$ cat config.mk
export PLATFORM = sky130hd
export DESIGN_NAME = cfg_i2c_bank
export DESIGN_NICKNAME = d
export VERILOG_FILES = /design/src/rtl/cfg_i2c_pkg.sv /design/src/rtl/cfg_i2c_sync.sv /design/src/rtl/cfg_i2c_rx.sv /design/src/rtl/cfg_i2c_regs.sv /design/src/rtl/cfg_i2c_bank.sv
export SDC_FILE = /design/constraint.sdc
export NUM_CORES = 1
export LEC_CHECK = 0
export BUFFER_PORTS_ARGS = -buffer_cell sky130_fd_sc_hd__buf_2
export CAP_MARGIN = 5
export CELL_PAD_IN_SITES_DETAIL_PLACEMENT = 1
export CELL_PAD_IN_SITES_GLOBAL_PLACEMENT = 1
export CORE_UTILIZATION = 46
export DETAILED_ROUTE_END_ITERATION = 10
export PLACE_DENSITY_LB_ADDON = 0.12
export SETUP_SLACK_MARGIN = 0.5
export SLEW_MARGIN = 20
export SYNTH_ARGS = -nofsm -noshare
export SYNTH_HDL_FRONTEND = slang
export SYNTH_HIERARCHICAL = 1
export SYNTH_SLANG_ARGS = --single-unit
$ cat constraint.sdc
create_clock -name clk -period 4.05 [get_ports clk]
set_input_delay 0.6075 -clock clk [delete_from_list [all_inputs] [get_ports clk]]
set_output_delay 0.6075 -clock clk [all_outputs]
set_load 0.01 [all_outputs]
$ cat src/rtl/cfg_i2c_pkg.sv
// Package: shared types for the serial configuration register bank.
// Assumes a receive-only slave with a single byte-oriented frame decoder.
package cfg_i2c_pkg;

    // Receive states of the frame decoder.
    typedef enum logic [2:0] {
        RX_IDLE,
        RX_ADDR,
        RX_SUB,
        RX_DATA,
        RX_SKIP
    } rx_state_t;

    localparam int unsigned BYTE_W = 8;

endpackage

$ cat src/rtl/cfg_i2c_sync.sv
// Module: cfg_i2c_sync
// Brings SCL and SDA into the system clock domain through a flop chain of
// STAGES flops each, then derives single-cycle SCL edge pulses and START/STOP
// pulses. Assumes the system clock is many times faster than SCL so that
// both lines see the same chain delay. Reset value is the idle bus (high).
module cfg_i2c_sync #(
    parameter int unsigned STAGES = 2
) (
    input  logic clk,
    input  logic rst_n,
    input  logic scl_i,
    input  logic sda_i,
    output logic scl_s,
    output logic sda_s,
    output logic scl_rise,
    output logic scl_fall,
    output logic start_det,
    output logic stop_det
);

    logic [STAGES-1:0] scl_sh;
    logic [STAGES-1:0] sda_sh;
    logic              scl_d;
    logic              sda_d;

    // Synchronizer chains for both bus lines.
    always_ff @(posedge clk) begin
        if (!rst_n) begin
            scl_sh <= '1;
            sda_sh <= '1;
        end else begin
            scl_sh <= {scl_sh[STAGES-2:0], scl_i};
            sda_sh <= {sda_sh[STAGES-2:0], sda_i};
        end
    end

    assign scl_s = scl_sh[STAGES-1];
    assign sda_s = sda_sh[STAGES-1];

    // One-cycle history of the synchronised lines for edge detection.
    always_ff @(posedge clk) begin
        if (!rst_n) begin
            scl_d <= 1'b1;
            sda_d <= 1'b1;
        end else begin
            scl_d <= scl_s;
            sda_d <= sda_s;
        end
    end

    // Edge and bus-condition pulses.
    always_comb begin
        scl_rise  = scl_s & ~scl_d;
        scl_fall  = ~scl_s & scl_d;
        start_det = scl_s & scl_d & sda_d & ~sda_s;
        stop_det  = scl_s & scl_d & ~sda_d & sda_s;
    end

endmodule

$ cat src/rtl/cfg_i2c_rx.sv
// Module: cfg_i2c_rx
// Frame decoder: shifts in bytes on rising SCL, decides on acknowledge at
// the falling edge that ends the eighth bit, holds SDA low for the ninth
// bit and issues one-cycle register write requests. Assumes NREG is a
// power of two so the subaddress pointer wraps by overflow.
module cfg_i2c_rx
    import cfg_i2c_pkg::*;
#(
    parameter logic [6:0]  SLAVE_ADDR = 7'b1000100,
    parameter int unsigned NREG       = 16,
    localparam int unsigned AW        = $clog2(NREG)
) (
    input  logic              clk,
    input  logic              rst_n,
    input  logic              sda_s,
    input  logic              scl_rise,
    input  logic              scl_fall,
    input  logic              start_det,
    input  logic              stop_det,
    input  logic              pend,
    input  logic              buf_mode,
    output logic              sda_pull,
    output logic              wr_en,
    output logic [AW-1:0]     wr_idx,
    output logic [BYTE_W-1:0] wr_data
);

    localparam logic [BYTE_W-1:0] ADDR_BYTE = {SLAVE_ADDR, 1'b0};
    localparam logic [BYTE_W:0]   SUB_LIM   = (BYTE_W+1)'(NREG);

    rx_state_t         state;
    rx_state_t         nxt;
    logic [3:0]        bitcnt;
    logic [BYTE_W-1:0] shreg;
    logic              in_ack;
    logic              first;
    logic              acc;
    logic [AW-1:0]     ptr;

    // Acknowledge decision for the byte just completed.
    always_comb begin
        acc = 1'b0;
        nxt = state;
        case (state)
            RX_ADDR: begin
                acc = (shreg == ADDR_BYTE) && !pend;
                nxt = acc ? RX_SUB : RX_SKIP;
            end
            RX_SUB: begin
                acc = ({1'b0, shreg} < SUB_LIM);
                nxt = acc ? RX_DATA : RX_SKIP;
            end
            RX_DATA: begin
                acc = first || !buf_mode;
                nxt = acc ? RX_DATA : RX_SKIP;
            end
            default: begin
                acc = 1'b0;
                nxt = state;
            end
        endcase
    end

    // Bit shifting, acknowledge slot and frame state sequencing.
    always_ff @(posedge clk) begin
        if (!rst_n) begin
            state    <= RX_IDLE;
            bitcnt   <= '0;
            shreg    <= '0;
            in_ack   <= 1'b0;
            sda_pull <= 1'b0;
            first    <= 1'b0;
            ptr      <= '0;
            wr_en    <= 1'b0;
            wr_idx   <= '0;
            wr_data  <= '0;
        end else begin
            wr_en <= 1'b0;
            if (start_det) begin
                state    <= RX_ADDR;
                bitcnt   <= '0;
                in_ack   <= 1'b0;
                sda_pull <= 1'b0;
            end else if (stop_det) begin
                state    <= RX_IDLE;
                bitcnt   <= '0;
                in_ack   <= 1'b0;
                sda_pull <= 1'b0;
            end else if (state != RX_IDLE) begin
                if (scl_rise && !in_ack && bitcnt < 4'd8) begin
                    shreg  <= {shreg[BYTE_W-2:0], sda_s};
                    bitcnt <= bitcnt + 4'd1;
                end else if (scl_fall && in_ack) begin
                    in_ack   <= 1'b0;
                    sda_pull <= 1'b0;
                    bitcnt   <= '0;
                end else if (scl_fall && bitcnt == 4'd8) begin
                    in_ack   <= 1'b1;
                    sda_pull <= acc;
                    state    <= nxt;
                    if (state == RX_SUB && acc) begin
                        ptr   <= shreg[AW-1:0];
                        first <= 1'b1;
                    end
                    if (state == RX_DATA && acc) begin
                        wr_en   <= 1'b1;
                        wr_idx  <= ptr;
                        wr_data <= shreg;
                        ptr     <= ptr + 1'b1;
                        first   <= 1'b0;
                    end
                end
            end
        end
    end

endmodule

$ cat src/rtl/cfg_i2c_regs.sv
// Module: cfg_i2c_regs
// Active and shadow register bank. Immediate writes update both copies;
// buffered writes update the shadow and raise a pending flag that a vblank
// strobe turns into a full shadow-to-active copy. Reserved entries (set bits
// of RSV_MASK) are constants and ignore writes. Assumes at most one write
// request per cycle.
module cfg_i2c_regs
    import cfg_i2c_pkg::*;
#(
    parameter int unsigned       NREG     = 16,
    parameter logic [NREG-1:0]   RSV_MASK = 16'h8B80,
    parameter logic [BYTE_W-1:0] RST_VAL  = 8'h01,
    localparam int unsigned      AW       = $clog2(NREG)
) (
    input  logic                   clk,
    input  logic                   rst_n,
    input  logic                   pwr_fail,
    input  logic                   wr_en,
    input  logic [AW-1:0]          wr_idx,
    input  logic [BYTE_W-1:0]      wr_data,
    input  logic                   buf_mode,
    input  logic                   vblank,
    output logic [NREG*BYTE_W-1:0] reg_q,
    output logic                   pend
);

    logic clr;
    logic store_buf;
    logic copy;

    // Common control terms.
    always_comb begin
        clr       = !rst_n || pwr_fail;
        store_buf = wr_en && buf_mode && !RSV_MASK[wr_idx];
        copy      = vblank && pend;
    end

    // Pending-update flag: set by a held byte, cleared by the blanking copy.
    always_ff @(posedge clk) begin
        if (clr) begin
            pend <= 1'b0;
        end else begin
            if (copy)      pend <= 1'b0;
            if (store_buf) pend <= 1'b1;
        end
    end

    for (genvar i = 0; i < NREG; i++) begin : g_reg
        if (RSV_MASK[i]) begin : g_rsv
            assign reg_q[i*BYTE_W +: BYTE_W] = RST_VAL;
        end else begin : g_live
            logic [BYTE_W-1:0] act;
            logic [BYTE_W-1:0] shd;
            logic              hit;

            assign hit = wr_en && (wr_idx == AW'(i));

            // Shadow copy follows every write to this entry.
            always_ff @(posedge clk) begin
                if (clr)      shd <= RST_VAL;
                else if (hit) shd <= wr_data;
            end

            // Active copy: immediate write or blanking-time copy.
            always_ff @(posedge clk) begin
                if (clr)                   act <= RST_VAL;
                else if (hit && !buf_mode) act <= wr_data;
                else if (copy)             act <= shd;
            end

            assign reg_q[i*BYTE_W +: BYTE_W] = act;
        end
    end

endmodule

$ cat src/rtl/cfg_i2c_bank.sv
// Module: cfg_i2c_bank (top)
// Write-only serial slave loading a bank of parameter registers. Ties the
// synchronizer, the frame decoder and the register bank together and
// decodes the control flags. Assumes NREG is a power of two and that the
// control indices are not reserved.
module cfg_i2c_bank
    import cfg_i2c_pkg::*;
#(
    parameter logic [6:0]      SLAVE_ADDR = 7'b1000100,
    parameter int unsigned     NREG       = 16,
    parameter logic [NREG-1:0] RSV_MASK   = 16'h8B80,
    parameter int unsigned     SYNC_LEN   = 2,
    parameter int unsigned     CTRL_IDX   = 13,
    parameter int unsigned     FLAG_IDX   = 14,
    localparam int unsigned    AW         = $clog2(NREG)
) (
    input  logic                   clk,
    input  logic                   rst_n,
    input  logic                   pwr_fail,
    input  logic                   scl_i,
    input  logic                   sda_i,
    input  logic                   vblank,
    output logic                   sda_pull,
    output logic [NREG*BYTE_W-1:0] reg_q,
    output logic                   mtx_alt,
    output logic                   buf_mode,
    output logic                   cutoff_off
);

    logic              scl_s;
    logic              sda_s;
    logic              scl_rise;
    logic              scl_fall;
    logic              start_det;
    logic              stop_det;
    logic              pend;
    logic              wr_en;
    logic [AW-1:0]     wr_idx;
    logic [BYTE_W-1:0] wr_data;

    cfg_i2c_sync #(.STAGES(SYNC_LEN)) u_sync (
        .clk       (clk),
        .rst_n     (rst_n),
        .scl_i     (scl_i),
        .sda_i     (sda_i),
        .scl_s     (scl_s),
        .sda_s     (sda_s),
        .scl_rise  (scl_rise),
        .scl_fall  (scl_fall),
        .start_det (start_det),
        .stop_det  (stop_det)
    );

    cfg_i2c_rx #(.SLAVE_ADDR(SLAVE_ADDR), .NREG(NREG)) u_rx (
        .clk       (clk),
        .rst_n     (rst_n),
        .sda_s     (sda_s),
        .scl_rise  (scl_rise),
        .scl_fall  (scl_fall),
        .start_det (start_det),
        .stop_det  (stop_det),
        .pend      (pend),
        .buf_mode  (buf_mode),
        .sda_pull  (sda_pull),
        .wr_en     (wr_en),
        .wr_idx    (wr_idx),
        .wr_data   (wr_data)
    );

    cfg_i2c_regs #(.NREG(NREG), .RSV_MASK(RSV_MASK), .RST_VAL(8'h01)) u_regs (
        .clk      (clk),
        .rst_n    (rst_n),
        .pwr_fail (pwr_fail),
        .wr_en    (wr_en),
        .wr_idx   (wr_idx),
        .wr_data  (wr_data),
        .buf_mode (buf_mode),
        .vblank   (vblank),
        .reg_q    (reg_q),
        .pend     (pend)
    );

    // Control flag decode from the active registers.
    always_comb begin
        mtx_alt    = reg_q[CTRL_IDX*BYTE_W + 0];
        buf_mode   = reg_q[CTRL_IDX*BYTE_W + 1];
        cutoff_off = reg_q[FLAG_IDX*BYTE_W + 0];
    end

endmodule

**Yosys cells after proc, flatten, opt, wreduce, memory -nomap -nowiden**

Memories as Yosys holds them, arrays and structs flattened. A register that Yosys moved wholly into a read port is not among the register bits.
Cells that the tools add are included.

- Memories: 1
- Input bits: 6
- Output and inout port bits: 132
- Word-level logic and storage cells: 197
- Bits in read-only memories: 16
- Flip-flop bits (word level): 218

Memories:

| memory | depth | bits a word | read ports | clocked after Yosys merged registers in | write ports | line | RTL |
|---|---|---|---|---|---|---|---|
| (name not given) | 16 | 1 | 1 | 1 | 0 | cfg_i2c_regs.sv:34 | `store_buf = wr_en && buf_mode && !RSV_MASK[wr_idx];` |

- Add/subtract/negate cells: 2
- Mux-type cells: 49
- Reduce and logical (&&, ||, !) cells: 69
- Magnitude comparators: 3
- Bitwise gates (word level): 18
- Eq/ne operators: 17

Operator list:

| cell | number |
|---|---|
| $mux 8 | 22 |
| $logic_and 1x1->1 | 32 |
| $reduce_bool 2->1 | 15 |
| $mux 4 | 6 |
| $eq 4x4->1 const B | 5 |
| $mux 1 | 16 |
| $reduce_and 7->1 | 2 |
| $eq 4x3->1 const B | 3 |
| $reduce_bool 3->1 | 4 |
| $not 1->1 | 11 |
| $reduce_and 5->1 | 2 |
| $mux 3 | 3 |
| $pmux 3 s3 | 1 |
| $add 4x1->4 const B | 2 |
| $eq 4x2->1 const B | 2 |
| $eq 8x8->1 const B | 1 |
| $lt 8x5->1 const B | 1 |
| $and 1x1->1 | 7 |
| $reduce_or 7->1 | 1 |
| $eq 3x2->1 const B | 2 |
| $ne 3x3->1 const B | 2 |
| $logic_not 1->1 | 5 |
| $lt 4x5->1 const B | 1 |
| $reduce_bool 5->1 | 1 |
| other kinds (10) | 11 |

**Longest topological paths before layout**

- Depth in word-level cells: 10
- Gate-level depth with buffers: 8
- Gate-level depth less buffers: 6

**By module**

Netlist, hierarchy kept.

Modules (own cells, without submodules):

| module | times used | cells each | area each (µm²) | sequential area each (µm²) |
|---|---|---|---|---|
| cfg_i2c_regs | 1 | 1005 | 8059.0 | 3543.4 |
| cfg_i2c_rx | 1 | 189 | 1730.4 | 700.7 |
| cfg_i2c_sync | 1 | 16 | 190.2 | 120.1 |
| cfg_i2c_bank | 1 | 3 | 22.5 | 0.0 |

**Worst setup path after synthesis**

OpenSTA, ideal clock, no wires.

- Path type: register -> register
- From: register u_sync.sda_sh[1]
- To: register u_rx.wr_data[5]
- Period minus slack after synthesis: 1.680 ns
- Buffers on the path: 2
- Setup time: 0.076 ns
- Required time: 3.974 ns
- Stages on the path, launching flop included: 8
- Slack: 2.370 ns
- Data arrival time: 1.604 ns
- Cell sequence: dfxtp_1 and4b_1 nor2_1 and4_1 clkbuf_2 buf_1 nand3_1 a21boi_0

- Longest elaborated chain between the ends: 4
- Elaborated cells between the ends (all ways): 6
- Those cells by class: bitwise: 5; reduce/logical: 1

RTL lines:

| element | line | RTL |
|---|---|---|
| start, declared | cfg_i2c_sync.sv:22 | `logic [STAGES-1:0] sda_sh;` |
| start signal, assigned | cfg_i2c_sync.sv:33 | `sda_sh <= {sda_sh[STAGES-2:0], sda_i};` |
| $not 1->1 | cfg_i2c_sync.sv:55 | `start_det = scl_s & scl_d & sda_d & ~sda_s;` |
| $and 1x1->1 | cfg_i2c_sync.sv:55 |  |
| named net start_det | cfg_i2c_bank.sv:34 | `logic start_det;` |
| $not 1->1 (no source line) | - |  |
| $reduce_and 7->1 (no source line) | - |  |
| end signal, assigned | cfg_i2c_rx.sv:108 | `wr_data <= shreg;` |
| end, declared | cfg_i2c_rx.sv:25 | `output logic [BYTE_W-1:0] wr_data` |

The timed path passes the listed nets, and every way through them passes these cells.
A chain may end at the register's enable or synchronous reset.

**Worst setup path after layout**

- From: register u_rx.state[1]
- To: register u_rx.ptr[0]

- Longest elaborated chain between the ends: 5
- Elaborated cells between the ends (all ways): 10
- Those cells by class: eq/ne: 3; mux: 2; reduce/logical: 5

RTL lines:

| element | line | RTL |
|---|---|---|
| start, declared | cfg_i2c_rx.sv:31 | `rx_state_t state;` |
| start signal, assigned | cfg_i2c_rx.sv:100 | `state <= nxt;` |
| $eq 3x2->1, or another cell as far along | cfg_i2c_rx.sv:44, cfg_i2c_rx.sv:105 |  |
| $pmux 1 s3 | cfg_i2c_rx.sv:44 | `case (state)` |
| $logic_and 1x1->1, on equally long branches | cfg_i2c_rx.sv:105, cfg_i2c_rx.sv:101 |  |
| $reduce_bool 2->1 (no source line) | - |  |
| $reduce_and 7->1 (no source line) | - |  |
| end signal, assigned | cfg_i2c_rx.sv:102 | `ptr <= shreg[AW-1:0];` |
| end signal, assigned | cfg_i2c_rx.sv:109 | `ptr <= ptr + 1'b1;` |
| end, declared | cfg_i2c_rx.sv:38 | `logic [AW-1:0] ptr;` |

Parallel ways exist; a longest one is shown, timed or not.

==> impl_metrics.yaml <==
worst_setup_path:
  crit_start: "u_rx/state[1]"
  slowest_stage: "and4_1"
  crit_path_end_kind: "flip-flop"
  crit_type: "reg2reg"
  cp.arrival_ps: 2650
  cp.required_ps: 4440
  path_cells: "or3_1 -> and4_1 -> o2111ai_4 -> mux2i_1"
  start_kind: "flip-flop"
  r2r-start: "u_rx/state[1]"
  max_stage_delay_ps: 680
  worstPathMaxFanout: 15
grt:
  antenna_found_initial: 0
  grt_pass1_vias: 9122
  grt_max_degree: 91
  grt_pass1_wl_mm: 49.9
  overflow: 0
  grt_usage_pct: 27.9
drt:
  dr_total_vias: 9262
  post_drt_wl_per_cell_um: 20.6
  drc: 0
  final_antenna_net_count: 0
  vias_per_cell: 6.12
  drt_iter0_drc: 543
  drt-total-wl_mm: 31.2
  drt-pass1-iter-count: 5
synth:
  synth-async-reset-ratio_pct: 0
  synth_flop_cell: "dfxtp_1"
  avgSynthCellArea_um2: 8.25
  synth_edf_count: 0
  ys_seq_area_share_pct: 43.6
  ys_warn_count: 6
  yosysUniqueCellTypes: 60
  synth_area_um2: 10000
  synthCells: 1213
  ys_ff_latch: 218
floorplanning:
  rows: 53
  design.die.area_um2: 22300
  core_um2: 21200
  start_util_pct: 47.3
  io_pins: 138
  die_h_um: 149
  fp.dieW_um: 149
timing:
  maxSlewHeadroom_pct: 32.0
  fin_setup_tns_ps: 0
  min_period_ps: 2260
  drv_slew: 0
  tightestPinTransition_ps: 1020
  fmax_mhz: 443
  clock_skew_ps: 9.95
  rsz0062_at_grt: "no"
  final-setup-viol-count: 0
  period_share_pct: 55.8
  hold_violations: 0
clock_network:
  clkLatencyLatePin_ps: 520
  postCtsHoldBufs: 0
  clkTransAtPathRegs_ps: 60
  root_buffer: "clkbuf_16"
  cts_setup_buffers: 0
  cts_tree: "built"
  cts_resized: 0
  clkSinkCount: 218
  numCtsBuffers: 25
  htree_num_levels: 1
  clockBufferDepth: 3
placed_design:
  place_congestion: 0.767
  place_hpwl_mm: 18.3
  dp.cells: 1470
  io_buffer_count: 97
power:
  seqPwrFrac_pct: 48.1
  clockPowerShare_pct: 49.7
  combinationalPowerShare_pct: 2.2
  p_sw_uw: 978
  total_power_uw: 4470
  vdd_drop_max_v: 0.000312
  p_int_uw: 3490
  swShare_pct: 21.9
  p_per_area_nw_per_um2: 403
  p_leak_uw: 0.00377
finish:
  fill_cells: 2552
  drive_gt1_share_pct: 15.2
  final_net_count: 1231
  instances_no_fill: 1514
  area_delta_synth_final_pct: 10.8
  final_cell_mix: "216 x dfxtp_1, 197 x nand3_1, 110 x o21ai_0, 100 x nand2_1, 97 x buf_2"
  layout_commonest_cell: "dfxtp_1"
  antennaDiodeCount: 0
hold_path:
  hold_path_startpoint: "sda_i"
  hold_path_class: "in2reg"
run:
  cap_violations: 0
outcome:
  status: "completed"
## per-layer routing
layer / global-route usage (%) / vias to the layer above / share of wire, %
li1: - / 4356 / -
met1: 37.9 / 4628 / 46
met2: 45.9 / 227 / 47
met3: 3.02 / 51 / 4.3
met4: 9.13 / 0 / 2.4
met5: 0 / - / 0
## power by group through the flow
stage	Sequential, uW	Combinational [uW]	Clock [uW]
2_1_floorplan	2200	97.4	0
3_3_place_gp	2200	94.7	0
3_5_place_dp	2200	94.6	0
4_1_cts	2150	95.0	2250
5_1_grt	2150	104	2340
6_report	2150	96.5	2220
## sequential cells by signal, summed over array words and instances (netlist names), 3 cells and up
| register | count |
|---|---|
| u_rx/wr_idx | 4 |
| u_rx/shreg | 8 |
| u_regs/g.g_live.shd | 88 |
| u_rx/bitcnt | 4 |
| u_rx/ptr | 4 |
| u_rx/state | 3 |
| u_rx/wr_data | 8 |
| u_regs/g.g_live.act | 88 |
## kinds of logic (layout without fill, tap and decap cells)
kind of cell	Yosys count	count (layout)	share of synthesized area, %
simple gates	475	475	24.6
compound gates	313	313	20.2
flops	218	218	43.6
buf+inv	186	174	9.57
mux	13	13	1.30
fa+ha+maj	3	3	0.375
xor+xnor	3	3	0.263
other cells	2	40	0.0751
## Yosys cell counts, types with 2 or more instances
master | number | share of area [%]
a311oi_1 | 77 | 6.7
buf_1 | 4 | 0.15
and4bb_2 | 2 | 0.25
nor3_1 | 87 | 4.4
a21boi_0 | 10 | 0.75
nand2_1 | 101 | 3.8
a21boi_1 | 2 | 0.15
a32oi_1 | 2 | 0.18
ha_1 | 3 | 0.38
nand4bb_1 | 2 | 0.23
nor3b_1 | 2 | 0.15
a221oi_1 | 11 | 0.96
and4b_1 | 3 | 0.30
dfxtp_1 | 218 | 44
nor2b_1 | 16 | 1.0
clkbuf_1 | 88 | 3.3
o21ai_0 | 110 | 5.5
mux2i_1 | 13 | 1.3
or3_1 | 2 | 0.13
o21ba_2 | 2 | 0.20
conb_1 | 2 | 0.075
or3b_2 | 2 | 0.18
o211ai_1 | 5 | 0.38
or4b_4 | 2 | 0.28
buf_4 | 47 | 3.5
and3b_1 | 3 | 0.26
and3_1 | 14 | 0.88
nor2_1 | 11 | 0.41
buf_6 | 5 | 0.56
nand2b_1 | 15 | 0.94
nand3b_1 | 3 | 0.23
o21ai_1 | 4 | 0.20
xnor2_1 | 2 | 0.18
inv_1 | 6 | 0.23
a21oi_1 | 81 | 4.1
buf_2 | 33 | 1.7
nand3_1 | 197 | 9.9
nor3_2 | 2 | 0.20
clkbuf_2 | 3 | 0.15
## path summary, 6_finish.rpt
kind / end / slack (ps) / depth (start not counted)
worst max-delay path: u_rx/ptr[0] / 1790 / 4
worst min-delay path: u_sync/sda_sh[0] / 270 / 2
worst max register to register: u_rx/ptr[0] / 1790 / 4
worst min register to register: u_sync/sda_sh[1] / 410 / 1
## critical path: cells and delay by family, from the launching register on
kind | cells | cell delay [ps]
compound gates | 1 | 310
simple gates | 2 | 1080
mux | 1 | 190
flops | 1 | 550
## cell type report
class                           count  area (um2)  area share, %
Sequential cell                   218        4370           39.4
Timing Repair Buffer              124         701           6.32
Multi-Input combinational cell    847        4840           43.7
Clock buffer                       37         741           6.69
Tap cell                          275         344           3.11
Clock inverter                      7        63.8          0.576
Inverter                            6        22.5          0.203
## metrics by stage
stage / hold slack, ps / utilization, % / instance area (um2) / setup slack [ps]
after floorplan: 386 / - / 10100 / 2370
after global placement: 389 / 48.6 / 10300 / 1820
after detailed placement: 402 / 48.6 / 10300 / 1700
after CTS: 258 / 52.4 / 11100 / 1770
after global routing: 265 / 52.4 / 11100 / 1580
final: 270 / 52.4 / 11100 / 1790
No activity file was read; power rests on OpenSTA's default activity.
